$ cat src/rtl/dbg_watch_pkg.sv
package dbg_watch_pkg;

  localparam int unsigned REG_W       = 32;
  localparam int unsigned CTRL_W      = 7;
  localparam int unsigned SLOT_AW     = 2;
  localparam int unsigned REG_AW      = 3;
  localparam int unsigned CFG_AW      = SLOT_AW + REG_AW;
  localparam int unsigned STATUS_SLOT = 3;

  typedef enum logic [REG_AW-1:0] {
    RG_APAT = 3'd0,
    RG_AMSK = 3'd1,
    RG_DPAT = 3'd2,
    RG_DMSK = 3'd3,
    RG_CTRL = 3'd4
  } reg_sel_e;

  // bit 0 enable, bit 1 halt mode, bit 2 dir check, bit 3 dir value,
  // bit 4 size check, bits 6:5 size value
  typedef struct packed {
    logic [1:0] size_val;
    logic       size_chk;
    logic       dir_val;
    logic       dir_chk;
    logic       halt_mode;
    logic       enable;
  } wctrl_t;

  typedef struct packed {
    logic [REG_W-1:0] apat;
    logic [REG_W-1:0] amsk;
    logic [REG_W-1:0] dpat;
    logic [REG_W-1:0] dmsk;
    wctrl_t           ctl;
  } wslot_t;

  // mask bit 1 = bit ignored
  function automatic logic field_hit(logic [REG_W-1:0] live,
                                     logic [REG_W-1:0] pat,
                                     logic [REG_W-1:0] msk);
    return ((live ^ pat) & ~msk) == '0;
  endfunction

  function automatic logic attr_hit(logic chk, logic [1:0] live, logic [1:0] want);
    return !chk || (live == want);
  endfunction

endpackage

$ cat src/rtl/dbg_watch_slot.sv
module dbg_watch_slot
  import dbg_watch_pkg::*;
#(
  parameter int unsigned SLOT_ID = 0
) (
  input  logic              clk,
  input  logic              rst,
  input  logic              cfg_wr,
  input  logic [CFG_AW-1:0] cfg_addr,
  input  logic [REG_W-1:0]  cfg_wdata,
  output wslot_t            cfg_q,
  output logic [REG_W-1:0]  rd_word
);

  logic [SLOT_AW-1:0] sel_slot;
  logic [REG_AW-1:0]  sel_reg;
  logic               mine;

  assign sel_slot = cfg_addr[CFG_AW-1:REG_AW];
  assign sel_reg  = cfg_addr[REG_AW-1:0];
  assign mine     = (sel_slot == SLOT_AW'(SLOT_ID));

  always_ff @(posedge clk) begin
    if (rst) begin
      cfg_q <= '0;
    end else if (cfg_wr && mine) begin
      case (reg_sel_e'(sel_reg))
        RG_APAT: cfg_q.apat <= cfg_wdata;
        RG_AMSK: cfg_q.amsk <= cfg_wdata;
        RG_DPAT: cfg_q.dpat <= cfg_wdata;
        RG_DMSK: cfg_q.dmsk <= cfg_wdata;
        RG_CTRL: cfg_q.ctl  <= wctrl_t'(cfg_wdata[CTRL_W-1:0]);
        default: ;
      endcase
    end
  end

  always_comb begin
    case (reg_sel_e'(sel_reg))
      RG_APAT: rd_word = cfg_q.apat;
      RG_AMSK: rd_word = cfg_q.amsk;
      RG_DPAT: rd_word = cfg_q.dpat;
      RG_DMSK: rd_word = cfg_q.dmsk;
      RG_CTRL: rd_word = REG_W'(cfg_q.ctl);
      default: rd_word = '0;
    endcase
  end

endmodule

$ cat src/rtl/dbg_watch_cmp.sv
module dbg_watch_cmp
  import dbg_watch_pkg::*;
#(
  parameter int unsigned ADDR_W = 32,
  parameter int unsigned DATA_W = 32
) (
  input  wslot_t            cfg,
  input  logic              bus_valid,
  input  logic [ADDR_W-1:0] bus_addr,
  input  logic [DATA_W-1:0] bus_data,
  input  logic              bus_write,
  input  logic [1:0]        bus_size,
  output logic              hit
);

  logic [REG_W-1:0] a_live;
  logic [REG_W-1:0] d_live;
  logic             a_ok;
  logic             d_ok;
  logic             dir_ok;
  logic             size_ok;

  assign a_live  = REG_W'(bus_addr);
  assign d_live  = REG_W'(bus_data);
  assign a_ok    = field_hit(a_live, cfg.apat, cfg.amsk);
  assign d_ok    = field_hit(d_live, cfg.dpat, cfg.dmsk);
  assign dir_ok  = attr_hit(cfg.ctl.dir_chk, {1'b0, bus_write}, {1'b0, cfg.ctl.dir_val});
  assign size_ok = attr_hit(cfg.ctl.size_chk, bus_size, cfg.ctl.size_val);
  assign hit     = cfg.ctl.enable && bus_valid && a_ok && d_ok && dir_ok && size_ok;

endmodule

$ cat src/rtl/dbg_watch_pick.sv
module dbg_watch_pick #(
  parameter int unsigned N     = 2,
  parameter int unsigned IDX_W = 1
) (
  input  logic [N-1:0]     hits,
  output logic             any,
  output logic [IDX_W-1:0] idx
);

  always_comb begin
    any = |hits;
    idx = '0;
    for (int i = N - 1; i >= 0; i--) begin
      if (hits[i]) idx = IDX_W'(i);
    end
  end

endmodule

$ cat src/rtl/dbg_watch_bank.sv
module dbg_watch_bank
  import dbg_watch_pkg::*;
#(
  parameter int unsigned N_UNITS = 2,   // 1..3
  parameter int unsigned ADDR_W  = 32,  // <= 32
  parameter int unsigned DATA_W  = 32,  // <= 32
  localparam int unsigned IDX_W  = (N_UNITS > 1) ? $clog2(N_UNITS) : 1
) (
  input  logic              clk,
  input  logic              rst,
  input  logic              cfg_wr,
  input  logic [4:0]        cfg_addr,
  input  logic [31:0]       cfg_wdata,
  output logic [31:0]       cfg_rdata,
  input  logic              bus_valid,
  input  logic [ADDR_W-1:0] bus_addr,
  input  logic [DATA_W-1:0] bus_data,
  input  logic              bus_write,
  input  logic [1:0]        bus_size,
  input  logic              dbg_ack,
  output logic              hit_pulse,
  output logic [IDX_W-1:0]  hit_idx,
  output logic              halt_req
);

  wslot_t           slot_cfg [N_UNITS];
  logic [REG_W-1:0] slot_rd  [N_UNITS];
  logic [N_UNITS-1:0] hits;
  logic [N_UNITS-1:0] brk_sel;
  logic [N_UNITS-1:0] sticky_q;
  logic [N_UNITS-1:0] sticky_clr;
  logic               any_hit;
  logic               any_break;
  logic [IDX_W-1:0]   first_idx;
  logic               status_wr;
  logic [SLOT_AW-1:0] rd_slot;
  logic [REG_AW-1:0]  rd_reg;

  for (genvar g = 0; g < N_UNITS; g++) begin : g_unit
    dbg_watch_slot #(.SLOT_ID(g)) u_slot (
      .clk      (clk),
      .rst      (rst),
      .cfg_wr   (cfg_wr),
      .cfg_addr (cfg_addr),
      .cfg_wdata(cfg_wdata),
      .cfg_q    (slot_cfg[g]),
      .rd_word  (slot_rd[g])
    );

    dbg_watch_cmp #(.ADDR_W(ADDR_W), .DATA_W(DATA_W)) u_cmp (
      .cfg      (slot_cfg[g]),
      .bus_valid(bus_valid),
      .bus_addr (bus_addr),
      .bus_data (bus_data),
      .bus_write(bus_write),
      .bus_size (bus_size),
      .hit      (hits[g])
    );

    assign brk_sel[g] = slot_cfg[g].ctl.halt_mode;
  end

  dbg_watch_pick #(.N(N_UNITS), .IDX_W(IDX_W)) u_pick (
    .hits(hits),
    .any (any_hit),
    .idx (first_idx)
  );

  assign any_break  = |(hits & brk_sel);
  assign rd_slot    = cfg_addr[CFG_AW-1:REG_AW];
  assign rd_reg     = cfg_addr[REG_AW-1:0];
  assign status_wr  = cfg_wr && (rd_slot == SLOT_AW'(STATUS_SLOT)) && (rd_reg == '0);
  assign sticky_clr = status_wr ? cfg_wdata[N_UNITS-1:0] : '0;

  always_ff @(posedge clk) begin
    if (rst) begin
      hit_pulse <= 1'b0;
      hit_idx   <= '0;
      halt_req  <= 1'b0;
      sticky_q  <= '0;
    end else begin
      hit_pulse <= any_hit;
      hit_idx   <= first_idx;
      halt_req  <= any_break || (halt_req && !dbg_ack);
      sticky_q  <= (sticky_q & ~sticky_clr) | hits;
    end
  end

  always_comb begin
    cfg_rdata = '0;
    if ((rd_slot == SLOT_AW'(STATUS_SLOT)) && (rd_reg == '0)) begin
      cfg_rdata = REG_W'(sticky_q);
    end else begin
      for (int i = 0; i < N_UNITS; i++) begin
        if (rd_slot == SLOT_AW'(i)) cfg_rdata = slot_rd[i];
      end
    end
  end

endmodule

$ cat config.mk
export PLATFORM = sky130hd
export DESIGN_NAME = dbg_watch_bank
export DESIGN_NICKNAME = d
export VERILOG_FILES = /design/src/rtl/dbg_watch_pkg.sv /design/src/rtl/dbg_watch_slot.sv /design/src/rtl/dbg_watch_cmp.sv /design/src/rtl/dbg_watch_pick.sv /design/src/rtl/dbg_watch_bank.sv
export SDC_FILE = /design/constraint.sdc
export NUM_CORES = 1
export LEC_CHECK = 0
export ABC_AREA = 1
export BUFFER_PORTS_ARGS = -buffer_cell sky130_fd_sc_hd__buf_2
export CELL_PAD_IN_SITES_DETAIL_PLACEMENT = 2
export CELL_PAD_IN_SITES_GLOBAL_PLACEMENT = 2
export CORE_MARGIN = 4
export CORE_UTILIZATION = 34
export CTS_CLUSTER_SIZE = 14
export DETAILED_ROUTE_END_ITERATION = 10
export HOLD_SLACK_MARGIN = 0.03
export PLACE_DENSITY_LB_ADDON = 0.1
export SYNTH_ARGS = -nofsm -noshare
export SYNTH_HDL_FRONTEND = slang
export SYNTH_HIERARCHICAL = 1
export SYNTH_SLANG_ARGS = --single-unit
$ cat constraint.sdc
create_clock -name clk -period 2.75 [get_ports clk]
set_input_delay 0.55 -clock clk [delete_from_list [all_inputs] [get_ports clk]]
set_output_delay 0.55 -clock clk [all_outputs]
set_load 0.005 [all_outputs]
* Word level (Yosys, flattened, before mapping)
Index checks and enable logic that the tools add are counted.
** Operators by class
- Eq/ne operators :: 10
- Mux-type cells :: 7
- Bitwise logic cells :: 16
- Reductions and logical operators :: 45
** Operators by type and width (count)
- $pmux W32 S5 :: 2
- $and A32 B32 Y32 :: 4
- $logic_not A32 Y1 :: 4
- $not A32 Y32 :: 4
- $xor A32 B32 Y32 :: 4
- $mux W32 :: 3
- $reduce_and A2 Y1 :: 10
- $logic_and A1 B1 Y1 :: 16
- $eq A3 B2 Y1 const B :: 2
- $reduce_or A2 Y1 :: 3
- $logic_not A1 Y1 :: 5
- $logic_or A1 B1 Y1 :: 5
- $and A2 B2 Y2 :: 2
- $eq A2 B2 Y1 :: 2
- $eq A3 B1 Y1 const B :: 1
- $eq A3 B3 Y1 const B :: 1
- $logic_not A3 Y1 :: 1
- $eq A1 B1 Y1 :: 2
- $eq A2 B1 Y1 const B :: 1
- $eq A2 B2 Y1 const B :: 1
- $logic_not A2 Y1 :: 1
- $mux W2 :: 1
- $not A2 Y2 :: 1
- $or A2 B2 Y2 :: 1
- $mux W1 :: 1
** Storage, ports and cells
- Flip-flop bits (word level) :: 275
- Output and inout port bits :: 35
- Logic and storage cells :: 102

* Depth between registers and ports, before layout
- Word-level depth :: 10
- Depth in mapped cells :: 13

* Modules after synthesis
The synthesis kept the hierarchy.
** Modules (own cells, without submodules)
- dbg_watch_slot at g_unit[1].u_slot :: instances 1, cells an instance 1073, area an instance 6640.1 um2, sequential area each 2702.6 um2
- dbg_watch_slot at g_unit[0].u_slot :: instances 1, cells an instance 1070, area an instance 6613.8 um2, sequential area each 2702.6 um2
- dbg_watch_cmp :: instances 2, cells an instance 343, area an instance 1495.2 um2, sequential area each 0.0 um2
- dbg_watch_bank :: instances 1, cells an instance 140, area an instance 850.8 um2, sequential area each 100.1 um2
- dbg_watch_pick :: instances 1, cells an instance 4, area an instance 15.0 um2, sequential area each 0.0 um2

* Worst setup path before layout
OpenSTA, ideal clock, no wires.
- Path kind :: input-to-output
- Start :: input port cfg_addr[0]
- End :: output port cfg_rdata[10]
- Data arrival time :: 1544 ps
- Required time :: 2200 ps
- Path slack :: 656 ps
- Stages on the path :: 9
- Cell sequence :: buf_4 > inv_2 > nor3_2 > buf_4 > buf_4 > a21oi_1 > nand2_1 > inv_1 > o21ai_2
** RTL lines
- start, declared :: RTL line dbg_watch_bank.sv:12 : input logic [4:0] cfg_addr,
- end, declared :: RTL line dbg_watch_bank.sv:14 : output logic [31:0] cfg_rdata,

==> metrics.md <==
| Metric | Value |
|---|---|
| Area leader, netlist | `dfxtp_1` |
| Gate power share | `0.134` |
| Gr ovfl total | `0` |
| Synth top area share | `0.322` |
| Final WS setup | `0.0251 ns` |
| Yosys cell types | `36` |
| TritonCTS clock tree | `done` |
| Number of buffers inserted by hold repair at cts | `0` |
| Fill cells | `6270` |
| Crit start category | `input pin` |
| Final Instance Area | `20700 um^2` |
| Slew Viols, Final | `0` |
| Rows | `slightly above 80` |
| Required time of the critical path | `2.20 ns` |
| HP Class | `input pin to flip-flop` |
| Die area | `roughly 54000 um^2` |
| Reg power frac | `0.393` |
| Die span in y | `232 um` |
| Starting Density | `0.347` |
| Antenna diodes | `0` |
| Synth-to-Final Area Change | `21.0%` |
| Clk Latency, worst-skew pair | `0.56 ns` |
| Chip width | `232 um` |
| RSZ-0062 raised after global routing | `yes` |
| First-pass GRT wire length | `133 mm` |
| DRC viols | `0` |
| Setup TNS | `0 ns` |
| DP Area | `19200 um^2` |
| Most common cell in the synthesized netlist | `nand2_1` |
| Via count | `20400` |
| Post-synth EDFFs | `0` |
| Pleak | `9.52 nW` |
| Pre-CTS WS | `-0.0450 ns` |
| DR vias/cell | `approximately 5.3` |
| HPWL Detailed | `64.6 mm` |
| Mean Syn Cell Area | `about 5.8 um^2` |
| Final Skew | `0.0161 ns` |
| Fmax | `about 0.37 GHz` |
| Net switching power figure | `3.03 mW` |
| Root buffer cell | `clkbuf_16` |
| Final #Nets | `3255` |
| Power, Total | `10.4 mW` |
| ANT nets after route | `0` |
| Final setup violating endpoints | `0` |
| Fin. Hold Viols | `0` |
| WL per Instance | `24.0 um` |
| Initial DRC Count | `about 1200` |
| Clk pwr share | `0.472` |
| Core Region | `49400 um^2` |
| Rel. slew slack | `0.531` |
| Multi-input logic area | `9380 um^2` |
| Sw Share | `0.291` |
| Syn nets | `3082` |
| Antenna violations before repair | `10` |
| Main area contributors after synthesis | `dfxtp_1 32%, nand2_1 19%, nor2_1 16%, nand3_1 9.3%, inv_1 8.3%` |
| GRT Overall Usage | `0.326` |
| Peak supply drop | `302 uV` |
| Critical path fanouts, max | `16` |
| Netlist Area Pre-Place | `about 17000 um^2` |
| Arrival time worst endpoint | `2.17 ns` |
| Flip-flop and latch area | `5510 um^2` |
| Crit path time final | `roughly 2.7 ns` |
| Number of global-route vias before repair | `21900` |
| Yosys reg bits | `275` |
| Ratio of cells with drive above 1 in the final layout | `0.127` |
| Post-Syn Instances | `2973` |
| Placed cell count | `3756` |
| Power Density | `502 nW/um^2` |
| Ports | `between 100 and 150` |
| Clk sinks | `275` |
| Worst hold margin | `0.267 ns` |
| Ys async rst share | `0` |
| Largest net degree at the start of global routing | `72` |
| CTS buffer count | `39` |
| WS Path Type | `input pin to output pin` |
| Final cell count without fillers | `between 3000 and 4000` |
| Buffers added on ports | `roughly 140` |
| Routability cong. | `0.879` |
| Worst slew pin tran | `between 0.7 and 0.8 ns` |
| Max Cap Viol | `0` |
| Htree depth | `2` |
| Clock Path Buffers | `3` |
| P_int | `about 7.4 mW` |
| Register area share after synthesis | `0.322` |
| Post-synth top flop | `dfxtp_1` |
| Status | `completed` |
| Period utilisation layout | `0.991` |
| Total Wirelength | `92.0 mm` |
| Final Util | `0.419` |
| Clock-pin slew on the worst setup and hold paths | `0.06 ns` |
| YS warnings | `6` |
| Drt pass-1 iters | `5` |
| Critical Path Sink Type | `output pin` |
| Commonest cells in the netlist | `863 x nand2_1, 718 x nor2_1, 377 x inv_1` |
[cells in the final DEF (no fill, tap or decap), types with 3 or more instances in the layout]
cell type	count
o21ai_4	3
nand3b_1	39
inv_1	377
buf_12	39
clkbuf_8	8
nand3_1	317
buf_2	139
nor2_4	13
o21bai_1	16
buf_6	6
inv_2	10
dfxtp_1	275
nor2_1	715
clkbuf_16	42
xnor2_1	8
nand4_1	19
clkbuf_1	12
a21oi_1	76
or2_0	16
o21ai_0	4
nand2_1	863
inv_4	5
nand3_2	5
o21ai_1	15
or2_1	8
o21ai_2	26
buf_4	87
[per-layer routing]
layer	vias up	track usage	part of all wire
li1	9364	-	-
met3	213	0.0570	0.053
met2	546	0.565	0.48
met5	-	0	0.0010
met4	16	0.144	0.047
met1	10200	0.394	0.42
[power groups by stage]
stage | logic [mW] | registers (mW) | clock network, mW
final | 1.39 | 4.09 | 4.91
after global placement | 1.26 | 4.17 | 0
after global routing | 1.49 | 4.09 | 5.17
after CTS | 1.33 | 4.09 | 5.00
after detailed placement | 1.32 | 4.17 | 0
after floorplan | 0.657 | 4.15 | 0
[area by class of cell]
| cell class | count | area share |
|---|---|---|
| multi-input cells | 2158 | 0.453 |
| repair buffers | 277 | 0.111 |
| flip-flops and latches | 275 | 0.266 |
| clock inverters | 4 | 0.00236 |
| well taps | 664 | 0.0401 |
| clock buffers | 59 | 0.0547 |
| inverters | 395 | 0.0725 |
[critical path, cell delays in order]
cell and delay (ns):
clkbuf_4 0.22, nand2_1 0.15, nor2_4 0.25, buf_12 0.22
nand2_1 0.10, nand2_1 0.08, inv_1 0.04, nand2_1 0.10
nand3_1 0.11, o21ai_2 0.16, buf_2 0.18
[registers in the layout, summed over array words and instances, names as in the netlist]
register and cells:
hit_pulse 1, halt_req 1, sticky_q 2, hit_idx 1
g_unit.u_slot/cfg_q 270
[worst paths after layout]
kind | from | end | slack [ns] | cells past startpoint
setup / recovery | cfg_addr[1] | cfg_rdata[30] | 0.03 | 11
hold / removal | dbg_ack | halt_req$_SDFF_PP0_ | 0.27 | 4
hold reg to reg | halt_req$_SDFF_PP0_ | halt_req$_SDFF_PP0_ | 0.50 | 2
setup reg to reg | g_unit[1].u_slot/cfg_q[48]$_SDFFE_PP0P_ | hit_idx$_SDFF_PP0_ | 0.47 | 12
[cell families (layout without fill, tap and decap cells)]
group | count (synthesis) | count (layout) | share of synthesized area
AO/OA/AOI/OAI | 143 | 143 | 0.0513
AND/OR/NAND/NOR | 2007 | 2007 | 0.487
buffers and inverters | 540 | 735 | 0.136
flip-flops | 275 | 275 | 0.322
XOR/XNOR | 8 | 8 | 0.00410
[timing repair]
action                     CTS  global route
pin swaps                    0             8
setup endpoints to repair    6            25
resized for setup            4            23
cloned                       0             3
buffers inserted             0            10
Power figures use the tool's default switching activity.
